--- config.mk ---
export PLATFORM = sky130hd
export DESIGN_NAME = i2c_scl_timebase
export DESIGN_NICKNAME = d
export VERILOG_FILES = /design/src/rtl/i2c_sclgen_pkg.sv /design/src/rtl/i2c_sclgen_cfg.sv /design/src/rtl/i2c_sclgen_prescale.sv /design/src/rtl/i2c_sclgen_fsm.sv /design/src/rtl/i2c_scl_timebase.sv
export SDC_FILE = /design/constraint.sdc
export NUM_CORES = 1
export LEC_CHECK = 0
export BUFFER_PORTS_ARGS = -buffer_cell sky130_fd_sc_hd__buf_2
export CAP_MARGIN = 15
export CORE_MARGIN = 5
export CORE_UTILIZATION = 53
export CTS_BUF_LIST = sky130_fd_sc_hd__clkbuf_2
export DETAILED_ROUTE_END_ITERATION = 6
export GPL_ROUTABILITY_DRIVEN = 0
export PLACE_DENSITY = 0.75
export SYNTH_ARGS = -nofsm -noshare
export SYNTH_HDL_FRONTEND = slang
export SYNTH_SLANG_ARGS = --single-unit
--- constraint.sdc ---
create_clock -name clk_i -period 3.9 [get_ports clk_i]
set_input_delay 0.39 -clock clk_i [delete_from_list [all_inputs] [get_ports clk_i]]
set_output_delay 0.39 -clock clk_i [all_outputs]
set_load 0.05 [all_outputs]
--- src/rtl/i2c_sclgen_pkg.sv ---
package i2c_sclgen_pkg;

    typedef enum logic [1:0] {
        PH_OFF  = 2'd0,
        PH_IDLE = 2'd1,
        PH_LOW  = 2'd2,
        PH_HIGH = 2'd3
    } phase_e;

    localparam int unsigned OFFS_P0   = 7;
    localparam int unsigned OFFS_P1   = 6;
    localparam int unsigned OFFS_PBIG = 5;

endpackage

--- src/rtl/i2c_sclgen_cfg.sv ---
module i2c_sclgen_cfg #(
    parameter int unsigned PSC_W = 8,
    parameter int unsigned CNT_W = 16,
    localparam int unsigned LEN_W = CNT_W + 1
) (
    input  logic             clk_i,
    input  logic             rst_ni,
    input  logic             mod_en_i,
    input  logic [PSC_W-1:0] presc_i,
    input  logic [CNT_W-1:0] low_cnt_i,
    input  logic [CNT_W-1:0] high_cnt_i,
    output logic [PSC_W-1:0] presc_q,
    output logic [LEN_W-1:0] low_len_q,
    output logic [LEN_W-1:0] high_len_q,
    output logic [LEN_W-1:0] low_mid_q,
    output logic [LEN_W-1:0] high_mid_q
);
    import i2c_sclgen_pkg::*;

    logic [3:0]       offs;
    logic [LEN_W-1:0] low_len_d;
    logic [LEN_W-1:0] high_len_d;

    // phase offset picked by the raw prescaler value being captured
    always_comb begin
        if (presc_i == '0)
            offs = 4'(OFFS_P0);
        else if (presc_i == PSC_W'(1))
            offs = 4'(OFFS_P1);
        else
            offs = 4'(OFFS_PBIG);
        low_len_d  = LEN_W'(low_cnt_i)  + LEN_W'(offs);
        high_len_d = LEN_W'(high_cnt_i) + LEN_W'(offs);
    end

    always_ff @(posedge clk_i or negedge rst_ni) begin
        if (!rst_ni) begin
            presc_q    <= '0;
            low_len_q  <= LEN_W'(OFFS_P0);
            high_len_q <= LEN_W'(OFFS_P0);
            low_mid_q  <= LEN_W'(OFFS_P0 / 2);
            high_mid_q <= LEN_W'(OFFS_P0 / 2);
        end else if (!mod_en_i) begin
            presc_q    <= presc_i;
            low_len_q  <= low_len_d;
            high_len_q <= high_len_d;
            low_mid_q  <= low_len_d >> 1;
            high_mid_q <= high_len_d >> 1;
        end
    end

    AST_CFG_FROZEN: assert property (@(posedge clk_i) disable iff (!rst_ni)
        (mod_en_i && $past(mod_en_i)) |-> ($stable(presc_q) && $stable(low_len_q) && $stable(high_len_q)))
        else $error("configuration changed while enabled");

    AST_MIN_LEN: assert property (@(posedge clk_i) disable iff (!rst_ni)
        (low_len_q >= LEN_W'(OFFS_PBIG)) && (high_len_q >= LEN_W'(OFFS_PBIG)))
        else $error("phase length below smallest offset");

endmodule

--- src/rtl/i2c_sclgen_prescale.sv ---
module i2c_sclgen_prescale #(
    parameter int unsigned PSC_W = 8
) (
    input  logic             clk_i,
    input  logic             rst_ni,
    input  logic             active_i,
    input  logic [PSC_W-1:0] presc_q,
    output logic             tick_o
);
    logic [PSC_W-1:0] div_cnt;

    assign tick_o = active_i && (div_cnt == presc_q);

    always_ff @(posedge clk_i or negedge rst_ni) begin
        if (!rst_ni)
            div_cnt <= '0;
        else if (!active_i)
            div_cnt <= '0;
        else if (div_cnt == presc_q)
            div_cnt <= '0;
        else
            div_cnt <= div_cnt + PSC_W'(1);
    end

    AST_DIV_BOUND: assert property (@(posedge clk_i) disable iff (!rst_ni)
        active_i |-> (div_cnt <= presc_q))
        else $error("prescaler count past its limit");

    AST_TICK_GAP: assert property (@(posedge clk_i) disable iff (!rst_ni)
        (tick_o && (presc_q != '0)) |=> !tick_o)
        else $error("module clock ticks too close together");

endmodule

--- src/rtl/i2c_sclgen_fsm.sv ---
module i2c_sclgen_fsm #(
    parameter int unsigned LEN_W = 17
) (
    input  logic             clk_i,
    input  logic             rst_ni,
    input  logic             mod_en_i,
    input  logic             run_i,
    input  logic             tick_i,
    input  logic [LEN_W-1:0] low_len_q,
    input  logic [LEN_W-1:0] high_len_q,
    input  logic [LEN_W-1:0] low_mid_q,
    input  logic [LEN_W-1:0] high_mid_q,
    output logic             active_o,
    output logic             scl_drive_o,
    output logic             low_strobe_o,
    output logic             high_strobe_o
);
    import i2c_sclgen_pkg::*;

    phase_e           st, st_n;
    logic [LEN_W-1:0] pc, pc_n;
    logic             low_last, high_last;

    assign low_last  = (pc == low_len_q  - LEN_W'(1));
    assign high_last = (pc == high_len_q - LEN_W'(1));

    // next state and phase count
    always_comb begin
        st_n = st;
        pc_n = pc;
        if (!mod_en_i) begin
            st_n = PH_OFF;
            pc_n = '0;
        end else begin
            unique case (st)
                PH_OFF: begin
                    st_n = PH_IDLE;
                    pc_n = '0;
                end
                PH_IDLE: begin
                    pc_n = '0;
                    if (run_i)
                        st_n = PH_LOW;
                end
                PH_LOW: begin
                    if (tick_i) begin
                        if (low_last) begin
                            st_n = PH_HIGH;
                            pc_n = '0;
                        end else begin
                            pc_n = pc + LEN_W'(1);
                        end
                    end
                end
                PH_HIGH: begin
                    if (tick_i) begin
                        if (high_last) begin
                            st_n = run_i ? PH_LOW : PH_IDLE;
                            pc_n = '0;
                        end else begin
                            pc_n = pc + LEN_W'(1);
                        end
                    end
                end
            endcase
        end
    end

    // state register
    always_ff @(posedge clk_i or negedge rst_ni) begin
        if (!rst_ni) begin
            st <= PH_OFF;
            pc <= '0;
        end else begin
            st <= st_n;
            pc <= pc_n;
        end
    end

    // outputs
    always_comb begin
        active_o      = 1'b0;
        scl_drive_o   = 1'b0;
        low_strobe_o  = 1'b0;
        high_strobe_o = 1'b0;
        unique case (st)
            PH_OFF, PH_IDLE: begin
            end
            PH_LOW: begin
                active_o     = 1'b1;
                scl_drive_o  = 1'b1;
                low_strobe_o = tick_i && (pc == low_mid_q);
            end
            PH_HIGH: begin
                active_o      = 1'b1;
                high_strobe_o = tick_i && (pc == high_mid_q);
            end
        endcase
    end

    AST_OFF_QUIET: assert property (@(posedge clk_i) disable iff (!rst_ni)
        !mod_en_i |=> (st == PH_OFF) && !scl_drive_o && !low_strobe_o && !high_strobe_o)
        else $error("outputs active after enable cleared");

    AST_RUN_STARTS_LOW: assert property (@(posedge clk_i) disable iff (!rst_ni)
        (st == PH_IDLE && run_i && mod_en_i) |=> scl_drive_o)
        else $error("period did not start with low phase");

    AST_LOW_COUNT_BOUND: assert property (@(posedge clk_i) disable iff (!rst_ni)
        (st == PH_LOW) |-> (pc < low_len_q))
        else $error("low phase count overran");

    AST_HIGH_COUNT_BOUND: assert property (@(posedge clk_i) disable iff (!rst_ni)
        (st == PH_HIGH) |-> (pc < high_len_q))
        else $error("high phase count overran");

    AST_STOP_TO_IDLE: assert property (@(posedge clk_i) disable iff (!rst_ni)
        (st == PH_HIGH && tick_i && high_last && !run_i && mod_en_i) |=> (st == PH_IDLE && !scl_drive_o))
        else $error("did not return to idle after last high tick");

    AST_IDLE_COUNT_ZERO: assert property (@(posedge clk_i) disable iff (!rst_ni)
        (st == PH_IDLE) |-> (pc == '0) && !tick_i)
        else $error("counters not at rest in idle");

endmodule

--- src/rtl/i2c_scl_timebase.sv ---
module i2c_scl_timebase #(
    parameter int unsigned PSC_W = 8,
    parameter int unsigned CNT_W = 16
) (
    input  logic             clk_i,
    input  logic             rst_ni,
    input  logic             mod_en_i,
    input  logic             run_i,
    input  logic [PSC_W-1:0] presc_i,
    input  logic [CNT_W-1:0] low_cnt_i,
    input  logic [CNT_W-1:0] high_cnt_i,
    output logic             scl_drive_o,
    output logic             low_mid_o,
    output logic             high_mid_o
);
    localparam int unsigned LEN_W = CNT_W + 1;

    logic [PSC_W-1:0] presc_q;
    logic [LEN_W-1:0] low_len_q, high_len_q, low_mid_q, high_mid_q;
    logic             tick, active;

    i2c_sclgen_cfg #(.PSC_W(PSC_W), .CNT_W(CNT_W)) u_cfg (
        .clk_i      (clk_i),
        .rst_ni     (rst_ni),
        .mod_en_i   (mod_en_i),
        .presc_i    (presc_i),
        .low_cnt_i  (low_cnt_i),
        .high_cnt_i (high_cnt_i),
        .presc_q    (presc_q),
        .low_len_q  (low_len_q),
        .high_len_q (high_len_q),
        .low_mid_q  (low_mid_q),
        .high_mid_q (high_mid_q)
    );

    i2c_sclgen_prescale #(.PSC_W(PSC_W)) u_psc (
        .clk_i    (clk_i),
        .rst_ni   (rst_ni),
        .active_i (active),
        .presc_q  (presc_q),
        .tick_o   (tick)
    );

    i2c_sclgen_fsm #(.LEN_W(LEN_W)) u_fsm (
        .clk_i         (clk_i),
        .rst_ni        (rst_ni),
        .mod_en_i      (mod_en_i),
        .run_i         (run_i),
        .tick_i        (tick),
        .low_len_q     (low_len_q),
        .high_len_q    (high_len_q),
        .low_mid_q     (low_mid_q),
        .high_mid_q    (high_mid_q),
        .active_o      (active),
        .scl_drive_o   (scl_drive_o),
        .low_strobe_o  (low_mid_o),
        .high_strobe_o (high_mid_o)
    );

    AST_STROBES_EXCLUSIVE: assert property (@(posedge clk_i) disable iff (!rst_ni)
        !(low_mid_o && high_mid_o))
        else $error("both strobes at once");

    AST_LOW_STROBE_PLACE: assert property (@(posedge clk_i) disable iff (!rst_ni)
        low_mid_o |-> scl_drive_o)
        else $error("low strobe outside low phase");

    AST_HIGH_STROBE_PLACE: assert property (@(posedge clk_i) disable iff (!rst_ni)
        high_mid_o |-> (!scl_drive_o && mod_en_i))
        else $error("high strobe outside high phase");

endmodule

Yosys cells after proc, flatten, opt, wreduce, memory -nomap -nowiden
Cells that the tools add are included.
{"block": "classes", "add_sub_neg": 6, "eq_ne": 14, "muxes": 22, "reduce_logical": 9}
{"op": "17-bit 2-to-1 mux", "count": 5}
{"op": "17-bit case mux with 3 select lines", "count": 1}
{"op": "16-bit by 3-bit adder with 17-bit output", "count": 2}
{"op": "17-bit by 16-bit == test with 1-bit output", "count": 2}
{"op": "17-bit == test", "count": 2}
{"op": "17-bit by 1-bit subtractor with 17-bit output, second input constant", "count": 2}
{"op": "2-bit 2-to-1 mux", "count": 9}
{"op": "17-bit by 1-bit adder with 17-bit output, second input constant", "count": 1}
{"op": "8-bit 2-to-1 mux", "count": 2}
{"op": "3-bit by 2-bit != test with 1-bit output, second input constant", "count": 4}
{"op": "8-bit by 1-bit adder with 8-bit output, second input constant", "count": 1}
{"op": "8-bit by 1-bit == test with 1-bit output, second input constant", "count": 1}
{"op": "8-bit == test", "count": 1}
{"op": "8-bit zero test", "count": 1}
{"op": "2-bit case mux with 4 select lines", "count": 1}
{"op": "5-bit AND reduction", "count": 1}
{"op": "2-bit == test, second input constant", "count": 2}
{"op": "1-bit 2-to-1 mux", "count": 4}
{"op": "2-bit OR reduction", "count": 2}
{"op": "1-bit logical AND", "count": 3}
{"op": "3-bit != test, second input constant", "count": 1}
{"op": "2-bit by 1-bit == test with 1-bit output, second input constant", "count": 1}
{"op": "2-bit zero test", "count": 1}
{"op": "2-bit AND reduction", "count": 1}
{"block": "totals", "ff_bits": 101, "in_bits": 44, "out_inout_bits": 3, "elab_cells": 59}

Longest topological paths before layout
Gate-level depths: netlist of the first run.
{"block": "depth", "word_depth": 7, "depth_mapped": 13, "mapped_depth_nobuf": 10}

Modules after synthesis
From an unflattened synthesis of the first run, not the netlist that was laid out.
{"block": "unflattened", "hier_cells": 645, "hier_area_um2": 5655.4}
{"module": "i2c_sclgen_fsm", "instances": 1, "cells_per_inst": 354, "area_per_inst_um2": 2708.8, "seq_area_each_um2": 475.5}
{"module": "i2c_sclgen_cfg", "instances": 1, "cells_per_inst": 245, "area_per_inst_um2": 2446.1, "seq_area_each_um2": 1058.5}
{"module": "i2c_sclgen_prescale", "instances": 1, "cells_per_inst": 46, "area_per_inst_um2": 500.5, "seq_area_each_um2": 200.2}

Worst setup path before layout of the first run
No wires, ideal clock.
{"block": "synth_timing", "path_kind": "input -> register", "start": "input presc_i[6]", "end": "register u_cfg.high_len_q[8]", "setup_time_ns": 0.133, "arrival_time_ns": 2.989, "required_ns": 3.767, "setup_slack_ns": 0.778, "cell_stages": 9, "path_buffers": 0, "path_cell_list": "or4_1 nor4_1 nand2_1 ha_1 fa_1 or2_2 nand4_1 xor2_1 o21ai_0"}
{"block": "synth_via", "elab_chain_cells": 4, "word_cells_on_any_way": 5, "cone_classes": "add/sub: 1; eq/ne: 1; mux: 2; reduce/logical: 1"}
{"element": "from (decl)", "line_no": "i2c_scl_timebase.sv:9", "source": "input logic [PSC_W-1:0] presc_i,"}
{"element": "8-bit by 1-bit == test with 1-bit output", "line_no": "i2c_sclgen_cfg.sv:28", "source": "else if (presc_i == PSC_W'(1))"}
{"element": "2-bit 2-to-1 mux", "line_no": "i2c_sclgen_cfg.sv:28"}
{"element": "2-bit 2-to-1 mux (*)", "line_no": "i2c_sclgen_cfg.sv:26", "source": "if (presc_i == '0)"}
{"element": "16-bit by 3-bit adder with 17-bit output (*)", "line_no": "i2c_sclgen_cfg.sv:33", "source": "high_len_d = LEN_W'(high_cnt_i) + LEN_W'(offs);"}
{"element": "to (signal assigned)", "line_no": "i2c_sclgen_cfg.sv:40", "source": "high_len_q <= LEN_W'(OFFS_P0);"}
{"element": "to (signal assigned)", "line_no": "i2c_sclgen_cfg.sv:46", "source": "high_len_q <= high_len_d;"}
{"element": "to (decl)", "line_no": "i2c_sclgen_cfg.sv:14", "source": "output logic [LEN_W-1:0] high_len_q,"}
Mark *: on every way between the ends. The rest lies on a longest branch, timed or not.
A chain may end at the register's enable or synchronous reset.

Worst setup path after layout of the first run
{"block": "layout_timing", "start": "register u_cfg.high_len_q[0]", "end": "register u_fsm.pc[1]"}
{"block": "layout_via", "elab_chain_cells": 6}
{"element": "17-bit by 1-bit subtractor with 17-bit output", "line_no": "i2c_sclgen_fsm.sv:25", "source": "assign high_last = (pc == high_len_q - LEN_W'(1));"}
{"element": "17-bit == test", "line_no": "i2c_sclgen_fsm.sv:25"}
{"element": "17-bit 2-to-1 mux", "line_no": "i2c_sclgen_fsm.sv:57", "source": "if (high_last) begin"}
{"element": "17-bit 2-to-1 mux", "line_no": "i2c_sclgen_fsm.sv:56", "source": "if (tick_i) begin"}
{"element": "17-bit case mux with 3 select lines", "line_no": "i2c_sclgen_fsm.sv:35", "source": "unique case (st)"}
{"element": "17-bit 2-to-1 mux", "line_no": "i2c_sclgen_fsm.sv:31", "source": "if (!mod_en_i) begin"}
{"element": "to (signal assigned)", "line_no": "i2c_sclgen_fsm.sv:76", "source": "pc <= pc_n;"}
{"element": "to (decl)", "line_no": "i2c_sclgen_fsm.sv:21", "source": "logic [LEN_W-1:0] pc, pc_n;"}
Every way passes these cells. The select of a mux whose other input is x is not followed.

==> metrics.md, run 1 <==
| Metric | Value |
|---|---|
| Fmax | ~300 MHz |
| Adder-cell share of the synthesized area | 0.0263 |
| Register area share after synthesis | 0.325 |
| Final wirelength | ~13 mm |
| Comb power frac | 0.211 |
| GRT Util Overall | 0.235 |
| Final core occ | 0.580 |
| CP arrival | 3820 ps |
| P&R area growth vs syn | 6.68% |
| Final setup fails | 0 |
| ANT nets after route | 0 |
| CP required | ~4400 ps |
| Die area | approximately 12,000 sq um |
| #FFs+latches synth | 69 |
| Core box area | between 9000 and 10,000 sq um |
| Synthesized area per cell | approximately 8.4 sq um |
| Worst VDD drop | 0.169 mV |
| Final Max Tran Viols | 0 |
| Net Sw Frac | 0.347 |
| Slew headroom | 0.485 |
| Area share of and/or/nand/nor cells after synthesis | 0.249 |
| XOR/XNOR Fraction of Synth Area | 0.187 |
| Congestion Overflow GR | 0 |
| Register clock-pin slew on the reported worst setup and hold paths | about 240 ps |
| Number of synthesized flops with an enable pin | 0 |
| Largest family of logic cells by synthesized area | simple AND/OR/NAND/NOR gates |
| Mux cell area share after synthesis | 0.0272 |
| TritonCTS clock tree | yes |
| Die span in x | 110 microns |
| P_leak | 2.24 nW |
| Hold_ws | 62.4 ps |
| Clock Skew | ~35 ps |
| Startpoint Class | flip-flop |
| Rows | 36 |
| Vias per std cell | between 6 and 7 |
| Setup WS pre-CTS | approximately 320 ps |
| Setup TNS | 0 ps |
| First-pass GRT wire length | approximately 22 mm |
| Status | finished clean |
| Share of cells above drive strength 1 | 0.155 |
| Cell Int Power | roughly 1.1 mW |
| Clk_lat worst skew | approximately 550 ps |
| Total number of H-tree levels | 3 |
| Initial core utilization | 0.543 |
| Sequential share of power | 0.518 |
| Synth Instances | 633 |
| CP Capture Type | flip-flop |
| NetSw | 0.575 mW |
| Final setup margin | between 500 and 600 ps |
| Iteration-0 DRC count of the detailed router | between 400 and 500 |
| Port-buffer cells | 46 |
| Pin count of the biggest net entering global routing | 71 |
| Top FF cell, synth | dfrtp_1 |
| Synth Area in Compound Gates | 0.137 |
| DP HPWL | between 9 and 10 mm |
| Clock sinks | between 60 and 70 |
| Ys async rst share | 1.00 |
| Final Hold Viols | 0 |
| CTS Buf Count | 9 |
| Maximum buffer depth of the clock tree | 2 |
| Clock share of power | 0.271 |
| Vias in the first global route | between 4k and 5k |
| Tmin final | between 3000 and 4000 ps |
| Drt pass-1 iters | 6 |
| Initial antenna violation count | 0 |
| RSZ-0062 raised after global routing | false |
| Die height | between 100 and 150 microns |
| Cell chosen for the clock root | clkbuf_2 |
| Hold crit path type | in -> reg |
| Period utilisation layout | 0.853 |
| MaxCap Viol Count | 0 |
| Postcts setup bufs | 0 |
| PwrDens | roughly 290 nW/um^2 |
| Worst-path fanout max | 17 |
| WS Path Type | reg -> reg |
| Netlist cell types | 67 |
| Synth Net Count | ~690 |
| Mapped Area | between 5000 and 6000 sq um |
| Routed len/inst | between 15 and 20 microns |
| Number of remaining DRC errors | 0 |
| Final Net Count | 701 |
| Synthesis Warnings | 0 |
| Worst Tran Pin Value | roughly 770 ps |
| Via count | 4,758 |
| Ports | 47 |
| Antenna diodes | 0 |
-- registers in the layout (all words and copies together), names as in the netlist --
| signal | cells |
|---|---|
| u_cfg.presc_q | 8 |
| u_cfg.high_mid_q | 1 |
| u_fsm.pc | 17 |
| u_cfg.low_mid_q | 1 |
| u_fsm.st | 2 |
| u_cfg.low_len_q | 16 |
| u_psc.div_cnt | 8 |
| u_cfg.high_len_q | 16 |
-- critical path, cell delays in order (launching register included) --
cell	delay [ps]
dfstp_2	450
inv_1	60
ha_1	300
or4b_1	600
o31ai_1	340
a311oi_1	140
o2111a_1	300
nor2_2	550
o21ai_0	290
o21ai_0	240
-- logic make-up (layout without fill, tap and decap cells) --
kind of cell             Yosys count  count (layout)
multiplexers                      13              13
buffers and inverters             60              79
flip-flops                        69              69
adder cells (fa/ha/maj)           10              10
AND/OR/NAND/NOR                  261             261
AO/OA/AOI/OAI                    106             106
XOR/XNOR                         114             114
-- layout by cell type, fill, tap and decap left out, types with 7 or more instances in the layout --
master | Yosys | layout
inv_1 | 9 | 9
o221ai_1 | 11 | 11
nand3_1 | 32 | 32
dfrtp_1 | 63 | 63
buf_4 | 1 | 7
ha_1 | 8 | 8
o211ai_1 | 7 | 7
nor4_1 | 17 | 17
o21ai_0 | 42 | 41
nand2_1 | 76 | 76
nand4_1 | 12 | 12
clkbuf_2 | 1 | 9
and3_1 | 10 | 10
nor2_1 | 40 | 39
mux2_2 | 12 | 12
xor2_1 | 40 | 40
nor3_1 | 20 | 20
nor2b_1 | 12 | 12
xnor2_1 | 74 | 74
or4_1 | 7 | 7
buf_2 | 11 | 46
and2_1 | 7 | 7
-- Yosys cell counts, drive strengths merged, types with 8 or more instances --
cell | number | area, sq um
dfrtp | 63 | 1580
buf | 15 | 88.8
clkbuf | 36 | 136
xnor2 | 74 | 648
o221ai | 11 | 96.3
or4 | 8 | 63.8
xor2 | 40 | 350
nand3 | 32 | 160
nor4 | 17 | 106
nand2 | 76 | 285
inv | 9 | 33.8
and2 | 8 | 50.1
nor3 | 21 | 110
mux2 | 12 | 135
ha | 8 | 100
and3 | 10 | 62.6
o21ai | 43 | 215
nor2 | 40 | 150
nor2b | 12 | 75.1
nand4 | 12 | 75.1
-- final timing paths --
check	start	endpoint	slack [ps]	cells past startpoint
max reg2reg	u_cfg.high_len_q[0]	u_fsm.pc[1]	570	9
max	u_cfg.high_len_q[0]	u_fsm.pc[1]	570	9
min in group asynchronous	rst_ni	u_fsm.pc[6]	400	2
min reg2reg	u_cfg.low_len_q[2]	u_cfg.low_len_q[2]	550	2
max in group asynchronous	rst_ni	u_cfg.high_len_q[1]	2470	3
min	presc_i[2]	u_cfg.presc_q[2]	60	2
-- timing repair --
item                       4_1_cts  5_1_grt
hold endpoints to repair        32        0
setup endpoints to repair        0        3
gates resized for setup          0        1
hold buffers                     1        0
-- layout make-up --
type | instances | area (sq um)
inverters | 9 | 33.8
well taps | 133 | 166
flip-flops and latches | 69 | 1730
multi-input cells | 504 | 3350
repair buffers | 54 | 293
fillers | 913 | 4130
clock buffers | 9 | 45.0
clock inverters | 7 | 75.1
-- power by group through the flow --
stage               clock network, mW  registers [mW]  logic (mW)
floorplan                           0           0.818       0.293
global placement                    0           0.864       0.334
detailed placement                  0           0.869       0.346
CTS                             0.453           0.856       0.348
global route                    0.489           0.868       0.390
finish                          0.450           0.859       0.349
-- per-stage QoR --
step                      cells  instance area [sq um]  total power, mW
after global placement      768                   5560             1.20
after floorplan             633                   5340             1.11
after global routing        785                   5690             1.75
final                       785                   5690             1.66
after detailed placement    768                   5560             1.21
after CTS                   785                   5690             1.66
-- layer usage --
layer  vias up  part of all wire  track usage
met1      2263              0.44        0.332
li1       2258                 -            -
met5         -                 0            0
met3        35             0.076       0.0367
met4         0             0.029       0.0800
met2       202              0.46        0.369
Note: power is estimated with default switching activity, not from simulation.
==> run 2, diff against run 1 <==
==> constraint.sdc (replaced) <==
create_clock -name clk_i -period 3.52 [get_ports clk_i]
set_input_delay 0.352 -clock clk_i [delete_from_list [all_inputs] [get_ports clk_i]]
set_output_delay 0.352 -clock clk_i [all_outputs]
set_load 0.05 [all_outputs]
==> run 2 against run 1 <==
The flow now finishes with violations (DRC). Combinational power up 19%. Core utilization up 1.1 points. Clock-buffer cell count up 3. Worst hold slack worse by 6.7 ps. Largest power group unchanged. Flip-flop and latch count unchanged. Cell area up 1.9%. Highest routed layer unchanged. Critical path depth up 2. Via count up 1.4%. Die area unchanged. Global-route usage up 0.83 points.
==> metrics.md, run 2 (synthesis gave the netlist of run 1 again) <==
| Metric | Value |
|---|---|
| CP required | between 3000 and 4000 ps |
| Final Hold Viols | 0 |
| Final core occ | 0.591 |
| Iteration-0 DRC count of the detailed router | ~390 |
| MaxCap Viol Count | 0 |
| Die span in x | between 100 and 150 microns |
| Initial antenna violation count | 1 |
| Slew headroom | 0.402 |
| Final setup margin | approximately 260 ps |
| Total number of H-tree levels | 3 |
| Core box area | 9820 sq um |
| Final Max Tran Viols | 0 |
| Tmin final | between 3000 and 4000 ps |
| Most common cell after layout, fill and taps aside | nand2_1 |
| Setup WS pre-CTS | ~180 ps |
| Clock Skew | between 20 and 30 ps |
| P&R area growth vs syn | 8.70% |
| Hold_ws | roughly 56 ps |
| Cell area after layout | approximately 5800 sq um |
| DP HPWL | ~10 mm |
| Drt pass-1 iters | 7 |
| Ports | 47 |
| Clk_lat worst skew | 550 ps |
| Max reg flops | 17 |
| Commonest non-fill, non-tap cells in the layout | 76 x nand2_1, 74 x xnor2_1, 63 x dfrtp_1, 46 x buf_2, 41 x o21ai_0 |
| Largest regs | u_fsm.pc x17, u_cfg.high_len_q x16, u_cfg.low_len_q x16 |
| Number of remaining DRC errors | 1 |
| CTS Buf Count | 9 |
| Register clock-pin slew on the reported worst setup and hold paths | between 150 and 200 ps |
| Placed Cells | between 700 and 800 |
| Failing checks | DRC |
| ANT nets after route | 0 |
| CP Capture Type | flip-flop |
| Final wirelength | around 14 mm |
| Via count | 4,823 |
| Vias per std cell | about 6.0 |
| Status | complete, but fails checks |
| Final Net Count | 714 |
| Worst Tran Pin Value | 898 ps |
| GRT Util Overall | 0.243 |
| Final Non-Filler Cells | 799 |
| Area after DPL | roughly 5600 sq um |
| Pin count of the biggest net entering global routing | 75 |
| Clock sinks | between 60 and 70 |
| Vias in the first global route | about 4.6k |
| Setup TNS | 0 ps |
| Cell chosen for the clock root | clkbuf_2 |
| Postcts setup bufs | 0 |
| Congestion Overflow GR | 0 |
| TritonCTS clock tree | yes |
| Period utilisation layout | 0.926 |
| Most flop-heavy register | u_fsm.pc |
| WS Path Type | in -> reg |
| Hold crit path type | in -> reg |
| PwrDens | 315 nW/um^2 |
| Share of cells above drive strength 1 | 0.161 |
| Port-buffer cells | 46 |
| Worst-path fanout max | 5 |
| Final setup fails | 0 |
| Fmax | 307 MHz |
| Total chip power | 1.83 mW |
| Die height | 110 microns |
| Routed len/inst | between 15 and 20 microns |
| Worst VDD drop | around 0.21 mV |
| Initial core utilization | 0.543 |
| RSZ-0062 raised after global routing | false |
| Startpoint Class | primary input |
| Rows | 36 |
| Maximum buffer depth of the clock tree | 2 |
| Die area | ~12,000 sq um |
| CP arrival | 3680 ps |
| First-pass GRT wire length | approximately 23 mm |
| P_leak | 2.29 nW |
run 2: changes by cell type in the layout (fill, tap and decap cells not counted):
cell	before	now
buf_4	7	13
clkbuf_2	9	12
clkinv_2	2	1
clkinv_4	3	0
clkinvlp_4	0	2
diode_2	0	1
dlygate4sd3_1	1	8
inv_6	1	0
run 2: worst max-delay path, stage by stage:
cell	delay (ps)
dlygate4sd3_1	550
buf_2	130
or4_1	520
nor4_1	390
nand2_1	250
ha_1	280
fa_1	420
or2_2	340
nand3_1	110
xor2_1	220
o21ai_0	100
run 2: metal layers:
layer | vias up | GRT usage | share of wire
li1 | 2275 | - | -
met4 | 0 | 0.0871 | 0.031
met1 | 2296 | 0.330 | 0.43
met3 | 46 | 0.0524 | 0.076
met2 | 206 | 0.384 | 0.46
met5 | - | 0 | 0
run 2: worst paths after layout:
kind	cells past startpoint	endpoint	from	slack, ps
max	11	u_cfg.high_len_q[10]	presc_i[6]	260
min	2	u_cfg.presc_q[7]	presc_i[7]	60
max reg2reg	8	u_fsm.pc[16]	u_cfg.low_len_q[8]	360
min reg2reg	2	u_cfg.low_len_q[2]	u_cfg.low_len_q[2]	540
max in group asynchronous	3	u_cfg.high_len_q[0]	rst_ni	2090
min in group asynchronous	2	u_psc.div_cnt[3]	rst_ni	420
run 2: power breakdown:
| group | switching, mW | total [mW] | internal [mW] |
|---|---|---|---|
| Sequential | 0.0881 | 0.940 | 0.852 |
| Clock | 0.299 | 0.471 | 0.171 |
| Combinational | 0.225 | 0.416 | 0.191 |
| Total | 0.612 | 1.83 | 1.21 |
run 2: final cells by class:
| type | count | area (sq um) |
|---|---|---|
| well taps | 133 | 166 |
| multi-input cells | 504 | 3350 |
| inverters | 9 | 33.8 |
| fillers | 917 | 4020 |
| clock buffers | 12 | 60.1 |
| flip-flops and latches | 69 | 1730 |
| repair buffers | 67 | 408 |
| clock inverters | 4 | 50.0 |
| diodes | 1 | 2.50 |
run 2: what timing repair did:
action	CTS	global route
gates resized for setup	0	1
setup endpoints to repair	0	6
hold endpoints to repair	42	0
hold buffers	8	0
